<file path="config.mk">
export PLATFORM = sky130hd
export DESIGN_NAME = arith_flag_unit
export DESIGN_NICKNAME = d
export VERILOG_FILES = /design/src/rtl/afu_pkg.sv /design/src/rtl/afu_full_adder.sv /design/src/rtl/afu_operand_prep.sv /design/src/rtl/afu_ripple_chain.sv /design/src/rtl/afu_flag_reg.sv /design/src/rtl/afu_cond_unit.sv /design/src/rtl/arith_flag_unit.sv
export SDC_FILE = /design/constraint.sdc
export NUM_CORES = 1
export LEC_CHECK = 0
export ABC_AREA = 1
export BUFFER_PORTS_ARGS = -buffer_cell sky130_fd_sc_hd__buf_2
export CORE_AREA = 2 2 62 64
export CTS_BUF_LIST = sky130_fd_sc_hd__clkbuf_2
export DETAILED_ROUTE_END_ITERATION = 10
export DIE_AREA = 0 0 64 66
export GPL_TIMING_DRIVEN = 1
export PLACE_DENSITY = 0.86
export SYNTH_ARGS = -nofsm -noshare
export SYNTH_HDL_FRONTEND = slang
export SYNTH_HIERARCHICAL = 1
export SYNTH_SLANG_ARGS = --single-unit
</file>
<file path="constraint.sdc">
create_clock -name clk -period 38.4 [get_ports clk]
set_clock_uncertainty 0.05 [all_clocks]
set_input_delay 9.6 -clock clk [delete_from_list [all_inputs] [get_ports clk]]
set_output_delay 9.6 -clock clk [all_outputs]
set_load 0.01 [all_outputs]
</file>
<file path="src/rtl/afu_pkg.sv">
package afu_pkg;

    typedef enum logic {
        OP_ADD = 1'b0,
        OP_SUB = 1'b1
    } afu_op_e;

    typedef struct packed {
        logic neg;
        logic zero;
        logic carry;
        logic ovf;
    } afu_flags_t;

    typedef struct packed {
        logic eq;
        logic ne;
        logic hi;
        logic lo;
        logic lt;
        logic ge;
        logic gt;
    } afu_cond_t;

    localparam afu_flags_t AFU_FLAGS_CLEAR = '{neg: 1'b0, zero: 1'b0, carry: 1'b0, ovf: 1'b0};

    // Builds the condition predicates from a stored flag set.
    function automatic afu_cond_t afu_eval_cond(input afu_flags_t f);
        afu_cond_t c;
        c.eq = f.zero;
        c.ne = ~f.zero;
        c.hi = f.carry & ~f.zero;
        c.lo = ~f.carry;
        c.lt = f.neg ^ f.ovf;
        c.ge = ~(f.neg ^ f.ovf);
        c.gt = ~f.zero & ~(f.neg ^ f.ovf);
        return c;
    endfunction

    // The carry-in of the chain is 1 exactly for subtraction.
    function automatic logic afu_carry_in(input afu_op_e op);
        return (op == OP_SUB);
    endfunction

endpackage

</file>
<file path="src/rtl/afu_full_adder.sv">
module afu_full_adder (
    input  logic x,
    input  logic y,
    input  logic ci,
    output logic s,
    output logic co
);
    logic half_s;

    always_comb begin
        half_s = x ^ y;
        s      = half_s ^ ci;
        co     = (x & y) | (half_s & ci);
    end
endmodule

</file>
<file path="src/rtl/afu_operand_prep.sv">
module afu_operand_prep
    import afu_pkg::*;
#(
    parameter int W = 32
) (
    input  afu_op_e        op,
    input  logic [W-1:0]   b_in,
    output logic [W-1:0]   b_eff,
    output logic           cin
);
    logic invert;

    assign invert = (op == OP_SUB);
    assign cin    = afu_carry_in(op);

    // One XOR per bit conditionally complements the second operand.
    for (genvar i = 0; i < W; i++) begin : g_inv
        assign b_eff[i] = b_in[i] ^ invert;
    end
endmodule

</file>
<file path="src/rtl/afu_ripple_chain.sv">
module afu_ripple_chain #(
    parameter int W = 32
) (
    input  logic [W-1:0] x,
    input  logic [W-1:0] y,
    input  logic         cin,
    output logic [W-1:0] sum,
    output logic         c_into_top,
    output logic         c_out_top
);
    logic [W:0] carry;

    assign carry[0] = cin;

    for (genvar i = 0; i < W; i++) begin : g_cell
        afu_full_adder u_fa (
            .x  (x[i]),
            .y  (y[i]),
            .ci (carry[i]),
            .s  (sum[i]),
            .co (carry[i+1])
        );
    end

    assign c_into_top = carry[W-1];
    assign c_out_top  = carry[W];
endmodule

</file>
<file path="src/rtl/afu_flag_reg.sv">
module afu_flag_reg
    import afu_pkg::*;
(
    input  logic       clk,
    input  logic       rst,
    input  logic       load,
    input  afu_flags_t d,
    output afu_flags_t q
);
    always_ff @(posedge clk) begin
        if (rst) begin
            q <= AFU_FLAGS_CLEAR;
        end else if (load) begin
            q <= d;
        end
    end
endmodule

</file>
<file path="src/rtl/afu_cond_unit.sv">
module afu_cond_unit
    import afu_pkg::*;
(
    input  afu_flags_t flags,
    output afu_cond_t  cond
);
    always_comb begin
        cond = afu_eval_cond(flags);
    end
endmodule

</file>
<file path="src/rtl/arith_flag_unit.sv">
module arith_flag_unit
    import afu_pkg::*;
#(
    parameter int W = 32
) (
    input  logic         clk,
    input  logic         rst,
    input  logic         op_sub,
    input  logic         upd_en,
    input  logic [W-1:0] a,
    input  logic [W-1:0] b,
    output logic [W-1:0] result,
    output logic         flag_n,
    output logic         flag_z,
    output logic         flag_c,
    output logic         flag_v,
    output logic         pred_eq,
    output logic         pred_ne,
    output logic         pred_hi,
    output logic         pred_lo,
    output logic         pred_lt,
    output logic         pred_ge,
    output logic         pred_gt
);
    localparam int MSB = W - 1;

    afu_op_e    op;
    logic [W-1:0] b_eff;
    logic       cin;
    logic [W-1:0] sum;
    logic       c_into_top;
    logic       c_out_top;
    afu_flags_t next_flags;
    afu_flags_t stored;
    afu_cond_t  cond;

    assign op = afu_op_e'(op_sub);

    afu_operand_prep #(.W(W)) u_prep (
        .op    (op),
        .b_in  (b),
        .b_eff (b_eff),
        .cin   (cin)
    );

    afu_ripple_chain #(.W(W)) u_chain (
        .x          (a),
        .y          (b_eff),
        .cin        (cin),
        .sum        (sum),
        .c_into_top (c_into_top),
        .c_out_top  (c_out_top)
    );

    always_comb begin
        next_flags.neg   = sum[MSB];
        next_flags.zero  = ~|sum;
        next_flags.carry = c_out_top;
        next_flags.ovf   = c_into_top ^ c_out_top;
    end

    afu_flag_reg u_flags (
        .clk  (clk),
        .rst  (rst),
        .load (upd_en),
        .d    (next_flags),
        .q    (stored)
    );

    afu_cond_unit u_cond (
        .flags (stored),
        .cond  (cond)
    );

    assign result  = sum;
    assign flag_n  = stored.neg;
    assign flag_z  = stored.zero;
    assign flag_c  = stored.carry;
    assign flag_v  = stored.ovf;
    assign pred_eq = cond.eq;
    assign pred_ne = cond.ne;
    assign pred_hi = cond.hi;
    assign pred_lo = cond.lo;
    assign pred_lt = cond.lt;
    assign pred_ge = cond.ge;
    assign pred_gt = cond.gt;
endmodule

</file>
### After elaboration in Yosys (flattened, before gate mapping)

Cells that the tools add are included.

| storage, ports and cells | value |
|---|---|
| register bits after elaboration | 4 |
| input port bits | 68 |
| output and inout bits | 43 |
| logic and storage cells | 205 |

| operators by class | value |
|---|---|
| bitwise logic cells | 199 |
| reduce and logical (&&, ||, !) cells | 2 |

Operators with widths:

| kind | number |
|---|---|
| XOR 1 bit | 98 |
| bitwise AND 1 bit | 66 |
| OR 1 bit | 32 |
| OR reduction 32 bit | 1 |
| NOT 1 bit | 3 |
| zero test 1 bit | 1 |

### Depth between registers and ports, before layout

| depth | value |
|---|---|
| depth after elaboration | 67 |
| depth in mapped cells | 46 |
| depth with buffers taken out | 44 |

### Hierarchy

The synthesis kept the hierarchy.

Modules (own cells, without submodules):

| module | instances | cells each | area an instance (um^2) | seq. area each (um^2) |
|---|---|---|---|---|
| afu_full_adder | 32 | 1 | 20.0 | 0.0 |
| afu_operand_prep | 1 | 137 | 604.3 | 0.0 |
| afu_flag_reg | 1 | 26 | 172.7 | 80.1 |
| arith_flag_unit | 1 | 32 | 125.1 | 0.0 |
| afu_cond_unit | 1 | 11 | 50.0 | 0.0 |

### Least setup slack after synthesis

No wires, ideal clock.

| timing path | value |
|---|---|
| path type | input -> output |
| from | input port op_sub |
| to | output port result[31] |
| arrival | 22.421 ns |
| required time | 28.750 ns |
| path slack | 6.329 ns |
| cell stages on the path | 36 |
| path buffers | 2 |
| cell sequence | buf_6 -> buf_4 -> nand2_1 -> nand2_1 -> fa_1 -> fa_1 -> fa_1 -> fa_1 -> fa_1 -> fa_1 -> fa_1 -> fa_1 -> fa_1 -> fa_1 -> fa_1 -> fa_1 -> fa_1 -> fa_1 -> fa_1 -> fa_1 -> fa_1 -> fa_1 -> fa_1 -> fa_1 -> fa_1 -> fa_1 -> fa_1 -> fa_1 -> fa_1 -> fa_1 -> fa_1 -> fa_1 -> fa_1 -> fa_1 -> fa_1 -> fa_1 |

| on the way | value |
|---|---|
| word-level cells in the longest chain between the ends | 65 |
| elaborated cells between the ends (all ways) | 158 |
| classes of those cells | bitwise (158) |

RTL lines:

| item | line | text |
|---|---|---|
| start, declared | arith_flag_unit.sv:8 | `input logic op_sub,` |
| XOR 1 bit (*) | afu_operand_prep.sv:18 | `assign b_eff[i] = b_in[i] ^ invert;` |
| net b_eff[0] | arith_flag_unit.sv:28 | `logic [W-1:0] b_eff;` |
| XOR 1 bit | afu_full_adder.sv:11 | `half_s = x ^ y;` |
| bitwise AND 1 bit | afu_full_adder.sv:13 | `co = (x & y) \| (half_s & ci);` |
| OR 1 bit (*) | afu_full_adder.sv:13 |  |
| net u_chain.carry[1] | afu_ripple_chain.sv:11 | `logic [W:0] carry;` |
| bitwise AND 1 bit (*) | afu_full_adder.sv:13 |  |
| OR 1 bit (*) | afu_full_adder.sv:13 |  |
| net u_chain.carry[2] | afu_ripple_chain.sv:11 |  |
| (+2 left out) | -- |  |
| net u_chain.carry[3] | afu_ripple_chain.sv:11 |  |
| (+2 left out) | -- |  |
| net u_chain.carry[4] | afu_ripple_chain.sv:11 |  |
| (+2 left out) | -- |  |
| net u_chain.carry[5] | afu_ripple_chain.sv:11 |  |
| (+2 left out) | -- |  |
| net u_chain.carry[6] | afu_ripple_chain.sv:11 |  |
| (+2 left out) | -- |  |
| net u_chain.carry[7] | afu_ripple_chain.sv:11 |  |
| (+2 left out) | -- |  |
| net u_chain.carry[8] | afu_ripple_chain.sv:11 |  |
| (+2 left out) | -- |  |
| net u_chain.carry[9] | afu_ripple_chain.sv:11 |  |
| (+2 left out) | -- |  |
| net u_chain.carry[10] | afu_ripple_chain.sv:11 |  |
| (+2 left out) | -- |  |
| net u_chain.carry[11] | afu_ripple_chain.sv:11 |  |
| (+2 left out) | -- |  |
| net u_chain.carry[12] | afu_ripple_chain.sv:11 |  |
| (+2 left out) | -- |  |
| net u_chain.carry[13] | afu_ripple_chain.sv:11 |  |
| (+2 left out) | -- |  |
| net u_chain.carry[14] | afu_ripple_chain.sv:11 |  |
| (+2 left out) | -- |  |
| net u_chain.carry[15] | afu_ripple_chain.sv:11 |  |
| (+2 left out) | -- |  |
| net u_chain.carry[16] | afu_ripple_chain.sv:11 |  |
| (+2 left out) | -- |  |
| net u_chain.carry[17] | afu_ripple_chain.sv:11 |  |
| (+2 left out) | -- |  |
| net u_chain.carry[18] | afu_ripple_chain.sv:11 |  |
| (+2 left out) | -- |  |
| net u_chain.carry[19] | afu_ripple_chain.sv:11 |  |
| (+2 left out) | -- |  |
| net u_chain.carry[20] | afu_ripple_chain.sv:11 |  |
| (+2 left out) | -- |  |
| net u_chain.carry[21] | afu_ripple_chain.sv:11 |  |
| (+2 left out) | -- |  |
| net u_chain.carry[22] | afu_ripple_chain.sv:11 |  |
| (+2 left out) | -- |  |
| net u_chain.carry[23] | afu_ripple_chain.sv:11 |  |
| (+2 left out) | -- |  |
| net u_chain.carry[24] | afu_ripple_chain.sv:11 |  |
| (+2 left out) | -- |  |
| net u_chain.carry[25] | afu_ripple_chain.sv:11 |  |
| (+2 left out) | -- |  |
| net u_chain.carry[26] | afu_ripple_chain.sv:11 |  |
| (+2 left out) | -- |  |
| net u_chain.carry[27] | afu_ripple_chain.sv:11 |  |
| (+2 left out) | -- |  |
| net u_chain.carry[28] | afu_ripple_chain.sv:11 |  |
| (+2 left out) | -- |  |
| net u_chain.carry[29] | afu_ripple_chain.sv:11 |  |
| bitwise AND 1 bit (*) | afu_full_adder.sv:13 |  |
| OR 1 bit (*) | afu_full_adder.sv:13 |  |
| net u_chain.carry[30] | afu_ripple_chain.sv:11 |  |
| bitwise AND 1 bit (*) | afu_full_adder.sv:13 |  |
| OR 1 bit (*) | afu_full_adder.sv:13 |  |
| net c_into_top | arith_flag_unit.sv:31 | `logic c_into_top;` |
| XOR 1 bit (*) | afu_full_adder.sv:12 | `s = half_s ^ ci;` |
| end, declared | arith_flag_unit.sv:12 | `output logic [W-1:0] result,` |

Mark *: on every way through the listed nets, which the timed path passes. The rest lies on a longest branch.

### Final worst setup path

Same ends and word-level chain as after synthesis.

==> impl_metrics.tcl <==
set metrics [dict create \
    portBuffers 110 \
    synthCells 238 \
    r2r_cells 2 \
    largest_reg_flops 4 \
    cts_resized 0 \
    powerDensity_nw_per_um2 23.8 \
    outcome "completed" \
    htreeDepth 1 \
    overflow 0 \
    synthSimpleGateAreaFrac_pct 36.9 \
    min_period_over_period_pct 86.4 \
    hold-path-endpoint "u_flags/q[1]$_SDFFE_PP0P_" \
    drt-total-wl_um 3820 \
    synth-seq-cells 4 \
    dpl_worst_slack_ns 5.30 \
    grt_pass1_vias 1559 \
    critical_path.max_fanout 34 \
    synth_adder_area_share_pct 40.2 \
    place_hpwl_um 3400 \
    synth_compound_area_share_pct 0 \
    cts_setup_buffers 0 \
    grt_max_degree 35 \
    fmax_ghz 0.0301 \
    grt_pass1_wl_um 6400 \
    die_h_um 66 \
    synthMuxAreaShare_pct 0 \
    cp_common_cell "fa_1" \
    cp-start-kind "input port" \
    drt_pass1_iterations 4 \
    worstPathRequired_ns 28.75 \
    core_um2 3550 \
    relSlewSlack_pct 57.3 \
    antenna_found_initial 0 \
    die_w_um 64 \
    ir_worst_vdd_mv 0.0230 \
    largest_register "u_flags/q" \
    ant_nets 0 \
    cts_buffer_depth 2 \
    initialDrtViolationCount 93 \
    yosys_warnings 6 \
    cts_tree "built" \
    period_needed_ns 33.19 \
    clk_latency_ns 0.20 \
    vias 1633 \
    fp.dieArea_um2 4220 \
    yosysUniqueCellTypes 13 \
    detail_route.wl_per_cell_um 9.82 \
    cts.clk_slew.worst_paths_ns 0.04 \
    hold_viol 0 \
    worstHoldStart "u_flags/q[1]$_SDFFE_PP0P_" \
    ys_seq_area_share_pct 5.03 \
    syn2layout_area_growth_pct 32.6 \
    diodes 0 \
    hp-class "reg -> reg" \
    worstReg2RegStart "u_flags/q[2]$_SDFFE_PP0P_" \
    gp_congestion 0.821 \
    cap_violations 0 \
    finalSetupViolCount 0 \
    cts_hold_buf 0 \
    worst_path_max_delay_cell "fa_1" \
    r2r_slack_ns 37.70 \
    synth_nets 338 \
    timing.rr.end "u_flags/q[2]$_SDFFE_PP0P_" \
    clk_root_buffer_cell "clkbuf_2" \
    synthesis.area_um2 1590 \
    clock-sinks 4 \
    synth_xor_area_share_pct 0.550 \
    end_kind "output pin" \
    core.rowCount 22 \
    worst_pin_slew_ns 0.641 \
    crit_type "in -> out" \
    largestRegisters "u_flags/q: 4 flops" \
    p_leak_nw 1.32 \
    route.detailed.drc 0 \
    fin_setup_tns_ns 0 \
    rsz0062_at_grt "no" \
    track_usage_pct 18.7 \
    worstSetupStartpoint "op_sub" \
    numCtsBuffers 3 \
    arrival_ns 23.54 \
    synth_top_family_by_area "adder cells" \
    final_nets 443 \
    critPathMaxStageDelay_ns 0.54 \
    initial_core_util_pct 44.9 \
    avgViaCountPerCell 4.20 \
    setup_ws_ns 5.21 \
    hold_path_depth 2 \
    slew_violations 0 \
    ios 111 \
    synth_area_per_cell_um2 6.69 \
    layout-drive-gt1-share_pct 37.5 \
]
## kinds of logic (layout without fill, tap and decap cells)
group / Yosys count / count (layout)
xor+xnor: 1 / 1
simple gates: 148 / 148
fa+ha+maj: 32 / 32
buf+inv: 53 / 156
flops: 4 / 4
## cells in the mapped netlist (all sizes together)
master	instances	area share (%)
buf	10	6.7
dfxtp	4	5.0
fa	32	40
inv	43	11
nand2	117	29
nor2	31	7.6
xor2	1	0.55
## cell type report
class,count,area (um2)
fillers,354,1440
flip-flops and latches,4,80.1
repair buffers,110,551
multi-input cells,181,1240
clock buffers,3,15.0
inverters,43,169
well taps,48,60.1
## placed cells by master, fill, tap and decap left out
master    count
nor2_1       29
inv_1        41
nand2_2      11
dfxtp_1       4
buf_2       110
nand2_1     106
nor2_2        2
xor2_1        1
inv_2         1
clkbuf_2      3
inv_8         1
fa_1         32
## power by group
part	internal (mW)	switching, mW
Combinational	0.0184	0.0232
Clock	0.00210	0.00152
Sequential	0.00455	0.000333
Total	0.0251	0.0251
## metrics by stage
stage | hold slack, ns | area (um2) | total power, mW | util [%] | std cells
after floorplan | 0.454 | 1590 | 0.0330 | - | 238
after global placement | 0.430 | 2100 | 0.0457 | 59.1 | 386
after detailed placement | 0.437 | 2100 | 0.0470 | 59.1 | 386
after CTS | 0.441 | 2110 | 0.0509 | 59.5 | 389
after global routing | 0.455 | 2110 | 0.0570 | 59.5 | 389
final | 0.435 | 2110 | 0.0502 | 59.5 | 389
## how the worst max path moves through the flow
stage | endpoint | slack, ns | cells after the start
detailed placement | result[31] | 5.30 | 37
floorplan | result[31] | 6.33 | 36
global placement | result[31] | 5.47 | 37
global route | result[31] | 4.64 | 37
finish | result[31] | 5.21 | 37
CTS | result[31] | 5.24 | 37
## worst max-delay path, delay by kind of cell
family                     cells  cell delay [ns]
adders and majority gates     32            12.90
buffers and inverters          3             0.84
and+or+nand+nor                2             0.19
## per-layer routing
layer	routed length [um]	vias to the layer above	global-route usage, %	part of all wire, %
li1	-	875	-	-
met1	1620	703	24.8	42
met2	1910	55	33.7	50
met3	284	0	3.24	7.4
met4	0	0	0.543	0
met5	0	-	0	0
Note: power is estimated with default switching activity, not from simulation.
